===== src/rtl/bcf_pkg.sv =====
package bcf_pkg;

  // index width for a count of cores, never below one bit
  function automatic int idx_w(input int n);
    return (n > 1) ? $clog2(n) : 1;
  endfunction

endpackage


===== src/rtl/bcf_fifo.sv =====
module bcf_fifo #(
  parameter int W     = 10,
  parameter int DEPTH = 4
) (
  input  logic         clk,
  input  logic         rst_n,
  input  logic         wr_en,
  input  logic [W-1:0] wr_data,
  output logic         full,
  input  logic         rd_en,
  output logic [W-1:0] rd_data,
  output logic         empty
);
  localparam int AW = (DEPTH > 1) ? $clog2(DEPTH) : 1;

  logic [AW:0]  wp, wp_n, rp, rp_n;
  logic [W-1:0] mem [DEPTH];
  logic         do_wr, do_rd;

  assign empty   = (wp == rp);
  assign full    = (wp[AW] != rp[AW]) && (wp[AW-1:0] == rp[AW-1:0]);
  assign do_wr   = wr_en && !full;
  assign do_rd   = rd_en && !empty;
  assign rd_data = mem[rp[AW-1:0]];

  always_comb begin
    wp_n = wp;
    rp_n = rp;
    if (do_wr) wp_n = wp + 1'b1;
    if (do_rd) rp_n = rp + 1'b1;
  end

  always_ff @(posedge clk or negedge rst_n) begin
    if (!rst_n) begin
      wp <= '0;
      rp <= '0;
    end else begin
      wp <= wp_n;
      rp <= rp_n;
    end
  end

  always_ff @(posedge clk) begin
    if (do_wr) mem[wp[AW-1:0]] <= wr_data;
  end

endmodule


===== src/rtl/bcf_admit.sv =====
module bcf_admit #(
  parameter int NCORE = 4
) (
  input  logic [NCORE-1:0]       tx_valid,
  input  logic [NCORE*NCORE-1:0] tx_dest,
  input  logic [NCORE*NCORE-1:0] slot_busy,
  output logic [NCORE-1:0]       tx_ready,
  output logic [NCORE*NCORE-1:0] cap_en
);
  logic [NCORE-1:0] blocked;

  // a sender is held back if any receiver it names still holds its last message
  always_comb begin
    for (int s = 0; s < NCORE; s++) begin
      blocked[s] = 1'b0;
      for (int r = 0; r < NCORE; r++)
        blocked[s] = blocked[s] | (tx_dest[s*NCORE+r] & slot_busy[r*NCORE+s]);
    end
  end

  assign tx_ready = ~blocked;

  // capture strobe per receiver r, per sender s
  always_comb begin
    for (int r = 0; r < NCORE; r++)
      for (int s = 0; s < NCORE; s++)
        cap_en[r*NCORE+s] = tx_valid[s] & ~blocked[s] & tx_dest[s*NCORE+r];
  end

endmodule


===== src/rtl/bcf_rx_stage.sv =====
module bcf_rx_stage #(
  parameter int NCORE = 4,
  parameter int DW    = 8,
  parameter int IW    = 2
) (
  input  logic                  clk,
  input  logic                  rst_n,
  input  logic [NCORE-1:0]      cap_en,
  input  logic [NCORE*DW-1:0]   cap_data,
  output logic [NCORE-1:0]      busy,
  output logic                  push_valid,
  output logic [DW-1:0]         push_data,
  output logic [IW-1:0]         push_src,
  input  logic                  push_ready
);
  logic [NCORE-1:0] hold_v, hold_v_n, drain;
  logic [DW-1:0]    hold_d [NCORE];
  logic [IW-1:0]    pick;

  // lowest occupied sender slot wins
  always_comb begin
    pick = '0;
    for (int s = NCORE - 1; s >= 0; s--)
      if (hold_v[s]) pick = IW'(s);
  end

  assign push_valid = |hold_v;
  assign push_data  = hold_d[pick];
  assign push_src   = pick;
  assign busy       = hold_v;

  always_comb begin
    for (int s = 0; s < NCORE; s++)
      drain[s] = push_valid && push_ready && (pick == IW'(s));
  end

  always_comb begin
    hold_v_n = (hold_v & ~drain) | cap_en;
  end

  always_ff @(posedge clk or negedge rst_n) begin
    if (!rst_n) hold_v <= '0;
    else        hold_v <= hold_v_n;
  end

  for (genvar s = 0; s < NCORE; s++) begin : g_hold
    always_ff @(posedge clk) begin
      if (cap_en[s]) hold_d[s] <= cap_data[s*DW +: DW];
    end
  end

endmodule


===== src/rtl/bcast_fabric.sv =====
module bcast_fabric #(
  parameter int NCORE  = 4,
  parameter int DW     = 8,
  parameter int FDEPTH = 4,
  localparam int IW    = bcf_pkg::idx_w(NCORE)
) (
  input  logic                   clk,
  input  logic                   rst_n,
  input  logic [NCORE-1:0]       tx_valid,
  output logic [NCORE-1:0]       tx_ready,
  input  logic [NCORE*NCORE-1:0] tx_dest,
  input  logic [NCORE*DW-1:0]    tx_data,
  output logic [NCORE-1:0]       rx_valid,
  input  logic [NCORE-1:0]       rx_ready,
  output logic [NCORE*DW-1:0]    rx_data,
  output logic [NCORE*IW-1:0]    rx_src
);
  localparam int EW = IW + DW;

  logic [NCORE*NCORE-1:0] slot_busy;
  logic [NCORE*NCORE-1:0] cap_en;

  bcf_admit #(.NCORE(NCORE)) u_admit (
    .tx_valid  (tx_valid),
    .tx_dest   (tx_dest),
    .slot_busy (slot_busy),
    .tx_ready  (tx_ready),
    .cap_en    (cap_en)
  );

  for (genvar r = 0; r < NCORE; r++) begin : g_rx
    logic          push_valid, fifo_full, fifo_empty;
    logic [DW-1:0] push_data;
    logic [IW-1:0] push_src;
    logic [EW-1:0] head;

    bcf_rx_stage #(.NCORE(NCORE), .DW(DW), .IW(IW)) u_stage (
      .clk        (clk),
      .rst_n      (rst_n),
      .cap_en     (cap_en[r*NCORE +: NCORE]),
      .cap_data   (tx_data),
      .busy       (slot_busy[r*NCORE +: NCORE]),
      .push_valid (push_valid),
      .push_data  (push_data),
      .push_src   (push_src),
      .push_ready (!fifo_full)
    );

    bcf_fifo #(.W(EW), .DEPTH(FDEPTH)) u_fifo (
      .clk     (clk),
      .rst_n   (rst_n),
      .wr_en   (push_valid),
      .wr_data ({push_src, push_data}),
      .full    (fifo_full),
      .rd_en   (rx_ready[r]),
      .rd_data (head),
      .empty   (fifo_empty)
    );

    assign rx_valid[r]           = !fifo_empty;
    assign rx_data[r*DW +: DW]   = head[DW-1:0];
    assign rx_src[r*IW +: IW]    = head[DW +: IW];
  end

endmodule


===== config.mk =====
export PLATFORM = sky130hd
export DESIGN_NAME = bcast_fabric
export DESIGN_NICKNAME = d
export VERILOG_FILES = /design/src/rtl/bcf_pkg.sv /design/src/rtl/bcf_fifo.sv /design/src/rtl/bcf_admit.sv /design/src/rtl/bcf_rx_stage.sv /design/src/rtl/bcast_fabric.sv
export SDC_FILE = /design/constraint.sdc
export NUM_CORES = 1
export LEC_CHECK = 0
export BUFFER_PORTS_ARGS = -buffer_cell sky130_fd_sc_hd__buf_2
export CAP_MARGIN = 0
export CORE_UTILIZATION = 51
export CTS_CLUSTER_DIAMETER = 30
export DETAILED_ROUTE_END_ITERATION = 10
export PLACE_DENSITY_LB_ADDON = 0.25
export SLEW_MARGIN = 25
export SYNTH_ARGS = -nofsm -noshare
export SYNTH_HDL_FRONTEND = slang
export SYNTH_SLANG_ARGS = --single-unit

===== constraint.sdc =====
create_clock -name clk -period 3.1 [get_ports clk]
set_clock_uncertainty 0.05 [all_clocks]
set_input_delay 0.62 -clock clk [delete_from_list [all_inputs] [get_ports clk]]
set_output_delay 0.62 -clock clk [all_outputs]
set_load 0.01 [all_outputs]

Word level (Yosys, flattened, before mapping)
Memories as Yosys holds them, arrays and structs flattened.
Index checks and enable logic that the tools add are counted.
{ "classes": {"n_eq_ne": 24, "bitwise_logic": 65, "n_reduce_logical": 44, "mux": 56, "addsub": 8} }
{ "ops": {"columns": ["op", "n"], "rows": [
  ["two-way mux 1 bit", 40],
  ["bitwise AND 1 bit", 36],
  ["two-way mux 2 bit", 16],
  ["logical AND 1 bit", 28],
  ["adder 3 x 1 -> 3 bit (second input constant)", 8],
  ["NOT 4 bit", 5],
  ["bitwise AND 4 bit", 4],
  ["== test 2 bit (second input constant)", 8],
  ["OR 4 bit", 4],
  ["OR reduction 4 bit", 4],
  ["== test 3 bit", 4],
  ["OR 1 bit", 12],
  ["== test 2 x 1 -> 1 bit (second input constant)", 4],
  ["== test 2 bit", 4],
  ["zero test 1 bit", 8],
  ["zero test 2 bit", 4],
  ["!= test 1 bit", 4],
  ["NOT 1 bit", 4]
]} }
{ "word_totals": {"output_inout_bits": 48, "ramBits": 288, "mem_count": 8, "input_bits": 58, "ff_bits": 40} }
{ "mem_list": {"columns": ["name", "depth", "word_bits", "rd", "rd_ports_with_merged_regs", "wr", "line_no", "source"], "rows": [
  ["g_rx[0].u_fifo.mem", 4, 10, 1, 0, 1, "bcf_fifo.sv:17", "logic [W-1:0] mem [DEPTH];"],
  ["g_rx[1].u_fifo.mem", 4, 10, 1, 0, 1, "bcf_fifo.sv:17", null],
  ["g_rx[2].u_fifo.mem", 4, 10, 1, 0, 1, "bcf_fifo.sv:17", null],
  ["g_rx[3].u_fifo.mem", 4, 10, 1, 0, 1, "bcf_fifo.sv:17", null],
  ["g_rx[0].u_stage.hold_d", 4, 8, 1, 0, 4, "bcf_rx_stage.sv:17", "logic [DW-1:0] hold_d [NCORE];"],
  ["g_rx[1].u_stage.hold_d", 4, 8, 1, 0, 4, "bcf_rx_stage.sv:17", null],
  ["2 more memories", null, null, null, null, null, null, null]
]} }

Logic depth before layout (Yosys ltp)
{ "depth": {"ltp_word": 9, "mapped_depth": 5, "depth_no_buf": 4} }

Modules after synthesis
A second synthesis with hierarchy kept.
{ "hier_totals": {"cells_unflattened": 820, "hier_area_um2": 13688.1} }
{ "by_module_without_submodules": {"columns": ["module", "instances", "area_per_inst_um2", "cells_each"], "rows": [
  ["bcf_rx_stage", 4, 1411.4, 91],
  ["bcf_fifo at g_rx[0].u_fifo ...", 2, 1919.3, 101],
  ["bcf_fifo at g_rx[2].u_fifo ...", 2, 1914.3, 101],
  ["bcf_admit", 1, 345.3, 44],
  ["bcast_fabric", 1, 30.0, 8]
]} }

Least setup slack after synthesis
No wires, ideal clock.
{ "synth_timing": {"path_type": "input-to-reg", "from": "in tx_dest[12]", "to": "mem g_rx[0].u_stage.hold_d[3][0] (enable)", "path_buffers": 1, "slack_ps": 983, "stages": 4, "t_arrival_ps": 1697, "required_time_ps": 2679, "cell_sequence": "a22o_1 > or3_1 > buf_2 > nor2_1"} }
{ "synth_lines": {"columns": ["item", "line_no", "source"], "rows": [
  ["start, declared", "bcast_fabric.sv:11", "input logic [NCORE*NCORE-1:0] tx_dest,"],
  ["end, declared", "bcf_rx_stage.sv:17", null]
]} }

Worst setup path in the final report
{ "layout_timing": {"from": "reg g_rx[2].u_fifo.rp[1]", "to": "out rx_valid[2]"} }
{ "layout_via": {"elab_chain_len": 2} }
{ "layout_lines": {"columns": ["item", "line_no", "source"], "rows": [
  ["start, declared", "bcf_fifo.sv:16", "logic [AW:0] wp, wp_n, rp, rp_n;"],
  ["start signal, assigned", "bcf_fifo.sv:39", "rp <= rp_n;"],
  ["== test 3 bit", "bcf_fifo.sv:20", "assign empty = (wp == rp);"],
  ["zero test 1 bit", "bcast_fabric.sv:60", "assign rx_valid[r] = !fifo_empty;"],
  ["end, declared", "bcast_fabric.sv:13", "output logic [NCORE-1:0] rx_valid,"]
]} }
Every way passes these cells.

==> results.tsv <==
stage	metric	value	unit
timing	Tcrit/Tclk final	0.924	
drt	DRT antenna net count	0	
critical_path	Reg2Reg Launch Point	g_rx[2].u_fifo.rp[1]	
power	Peak VDD IR	637	uV
global_route	vias in the first global route	7633	
floorplanning	core area	0.0253	sq mm
critical_path	largest fanout on the critical path	13	
synthesis	mapped cell area	0.0133	sq mm
clocking	PostCTS Resize Cnt	0	
timing	# setup viols final	0	
critical_path	reg2reg setup slack	620	ps
synthesis	area leader, netlist	edfxtp_1	
clocking	hold buffer count at cts	0	
timing	Max Slew Vio Count	0	
synthesis	post-synthesis simple-gate area fraction	0.0468	
global_route	Remaining Overflow, GRT	0	
drt	Via density	5.96	
drt	DR DRC count	0	
timing	Slew headroom	0.362	
layout	share of cells above drive strength 1	0.324	
power	Final Power	20.4	mW
clocking	buffers inserted during post-CTS setup optimization	0	
power	Leak	5.84	nW
layout	Finished Layout Cells	1240	
global_route	initial antenna violation count	2	
layout	fillcell total	1771	
critical_path	FF-to-FF End	g_rx[2].u_fifo.mem[0][3]	
clocking	CTS tree	done	
placed_design	I/O Buffers	105	
job	Max-cap violations	0	
floorplanning	Starting Density	0.524	
timing	unrepaired setup endpoints after global routing	no	
timing	Final Critical Period	2860	ps
critical_path	Crit Path Class	register to primary output	
critical_path	CP Capture Type	primary output	
critical_path	crit path launch type	register	
synthesis	largest family of logic cells by synthesized area	multiplexers	
global_route	Total GRT Usage	0.247	
hold_path	Hold/Removal Path Class	input pin to async pin	
critical_path	r2r worst-path depth	3	
critical_path	critical path required time	2430	ps
clocking	H-tree level count	2	
clocking	later-pin clock latency in the skew report	560	ps
power	Power Density	1260	mW/mm^2
placed_design	HPWL after detailed placement	21.5	mm
timing	Final Hold Viols	0	
global_route	first-pass GRT wire length	46.9	mm
synthesis	average size of a mapped cell	18.6	sq um
synthesis	Seq/Total Area, Yosys	0.727	
timing	worst-margin pin slew	950	ps
critical_path	Arrival @ worst endpoint	2190	ps
drt	First DRT Iteration DRCs	678	
timing	Fin Setup TNS	0	ps
synthesis	post-synth top area share	0.652	
floorplanning	Die W	163	microns
layout	Area growth, synth to finish	21.8	%
synthesis	top cells by area, synth	edfxtp_1 65%, mux4_2 8.1%, dfrtp_1 7.5%, a32o_1 1.9%, ha_1 1.9%	
synthesis	mux contribution to synthesized area	0.0868	
drt	drt first pass iters	5	
drt	Vias	7385	
clocking	Clock Path Buffers	3	
timing	fmax	0.349	GHz
synthesis	Synth Instances	715	
drt	wire per inst	25.6	microns
clocking	CTS Buf Count	55	
synthesis	yosys synthesis warning count	0	
critical_path	crit path to	rx_valid[2]	
run_status	outcome	finished clean	
synthesis	Synth Area in Adders	0.0189	
critical_path	crit path launch	g_rx[2].u_fifo.rp[1]	
layout	fin util	0.638	
synthesis	share of async-settable or async-resettable flops after synthesis	0.122	
clocking	clock slew at reported path FFs	50	ps
clocking	CTS sink count	328	
synthesis	Synth Area in Compound Gates	0.0797	
drt	final wirelength	31.7	mm
synthesis	Synth cell types	55	
floorplanning	chip height	163	microns
clocking	Root Buffer	clkbuf_16	
global_route	pin count of the biggest net entering global routing	41	
synthesis	predominant post-synthesis flop cell	edfxtp_1	
synthesis	Post-synth EDFFs	288	
synthesis	xor/xnor cell area share of the yosys netlist	0.0226	
floorplanning	Rows	58	
placed_design	placer congestion estimate	0.825	
floorplanning	die area	0.0267	sq mm
floorplanning	IO Pins	106	
synthesis	FF+latch count, synth	328	
synthesis	synthesized net count	793	
placed_design	dpl cells	1134	
layout	Final nets	939	
[registers in the layout, indices dropped and copies added (netlist names)]
signal,flops
g_rx.u_fifo.wp,12
g_rx.u_fifo.mem,160
g_rx.u_stage.busy,16
g_rx.u_fifo.rp,12
g_rx.u_stage.hold_d,128
[cells by family after synthesis]
family | count (synthesis)
flip-flops | 328
AO/OA/AOI/OAI | 113
AND/OR/NAND/NOR | 112
buffers and inverters | 58
multiplexers | 54
XOR/XNOR | 30
adder cells (fa/ha/maj) | 20
[cells in the mapped netlist, types with 5 or more instances]
master,number
a221o_1,24
a22o_1,14
a32o_1,25
and2_1,14
buf_2,8
clkbuf_1,16
dfrtp_1,40
edfxtp_1,288
ha_1,20
inv_1,27
mux4_2,48
nand2_1,17
nand2b_1,24
nor2_1,24
nor2b_1,5
o31ai_1,13
or3_1,7
xnor2_1,18
xor2_1,7
xor2_2,5
[area by class of cell]
class | count | area (sq um) | area share
sequential | 328 | 9650 | 0.597
multi-input combinational | 329 | 3390 | 0.209
clock buffer | 63 | 1460 | 0.0902
timing repair buffer | 117 | 618 | 0.0382
clock inverter | 41 | 523 | 0.0324
tap | 330 | 413 | 0.0255
inverter | 30 | 113 | 0.00697
antenna | 2 | 5.00 | 0.000310
[layer usage]
layer / vias up / wire length, microns / track usage
met2: 361 / 15400 / 0.392
met4: 0 / 924 / 0.0998
met1: 3748 / 12700 / 0.336
met3: 59 / 2670 / 0.0500
met5: - / 0 / 0
li1: 3217 / - / -
[layout by cell type (no fill, tap or decap), types with 4 or more instances in the layout]
cell type	netlist	final
a221o_1	24	24
a22o_1	14	14
a32o_1	25	25
and2_1	14	14
and3_1	4	4
buf_2	8	104
buf_4	1	13
bufinv_16	0	9
clkbuf_1	16	4
clkbuf_16	0	56
clkinv_1	3	5
clkinv_2	0	8
clkinv_4	0	5
clkinvlp_4	0	6
dfrtp_1	40	40
edfxtp_1	288	288
ha_1	20	20
inv_1	27	27
inv_6	0	7
mux2_2	4	4
mux4_2	48	48
nand2_1	17	17
nand2b_1	24	24
nor2_1	24	24
nor2b_1	5	5
o221ai_1	4	4
o221ai_2	4	4
o311ai_0	4	4
o31ai_1	13	12
or3_1	7	7
xnor2_1	18	18
xor2_1	7	7
xor2_2	5	5
[worst min-delay path by stage]
stage	startpoint	endpoint	slack [ps]	cells past startpoint
after global placement	g_rx[2].u_fifo.wp[2]	g_rx[2].u_fifo.wp[2]	470	1
after global routing	rst_n	g_rx[3].u_fifo.wp[0]	50	1
final	rst_n	g_rx[3].u_fifo.rp[0]	30	1
after floorplan	rst_n	g_rx[0].u_fifo.rp[0]	270	0
after CTS	rst_n	g_rx[3].u_fifo.rp[1]	50	1
after detailed placement	g_rx[3].u_fifo.wp[2]	g_rx[3].u_fifo.wp[2]	470	1
[power by group]
| group | switching [mW] | internal, mW | total, mW |
|---|---|---|---|
| Sequential | 0.841 | 6.98 | 7.82 |
| Combinational | 3.67 | 2.63 | 6.29 |
| Clock | 2.16 | 4.17 | 6.33 |
[worst max-delay path, cell delays in order, from the launching register on]
cell,delay (ps)
dfrtp_1,710
xor2_1,330
or3_1,460
buf_2,150
[through the flow]
stage          setup slack, ps  hold slack, ps  cell area, sq um
2_1_floorplan              983             274             13300
3_3_place_gp               625             472             14200
3_5_place_dp               557             472             14200
4_1_cts                    180            50.3             16200
5_1_grt                   88.7            53.8             16200
6_report                   237            27.7             16200
Power figures use the tool's default switching activity.
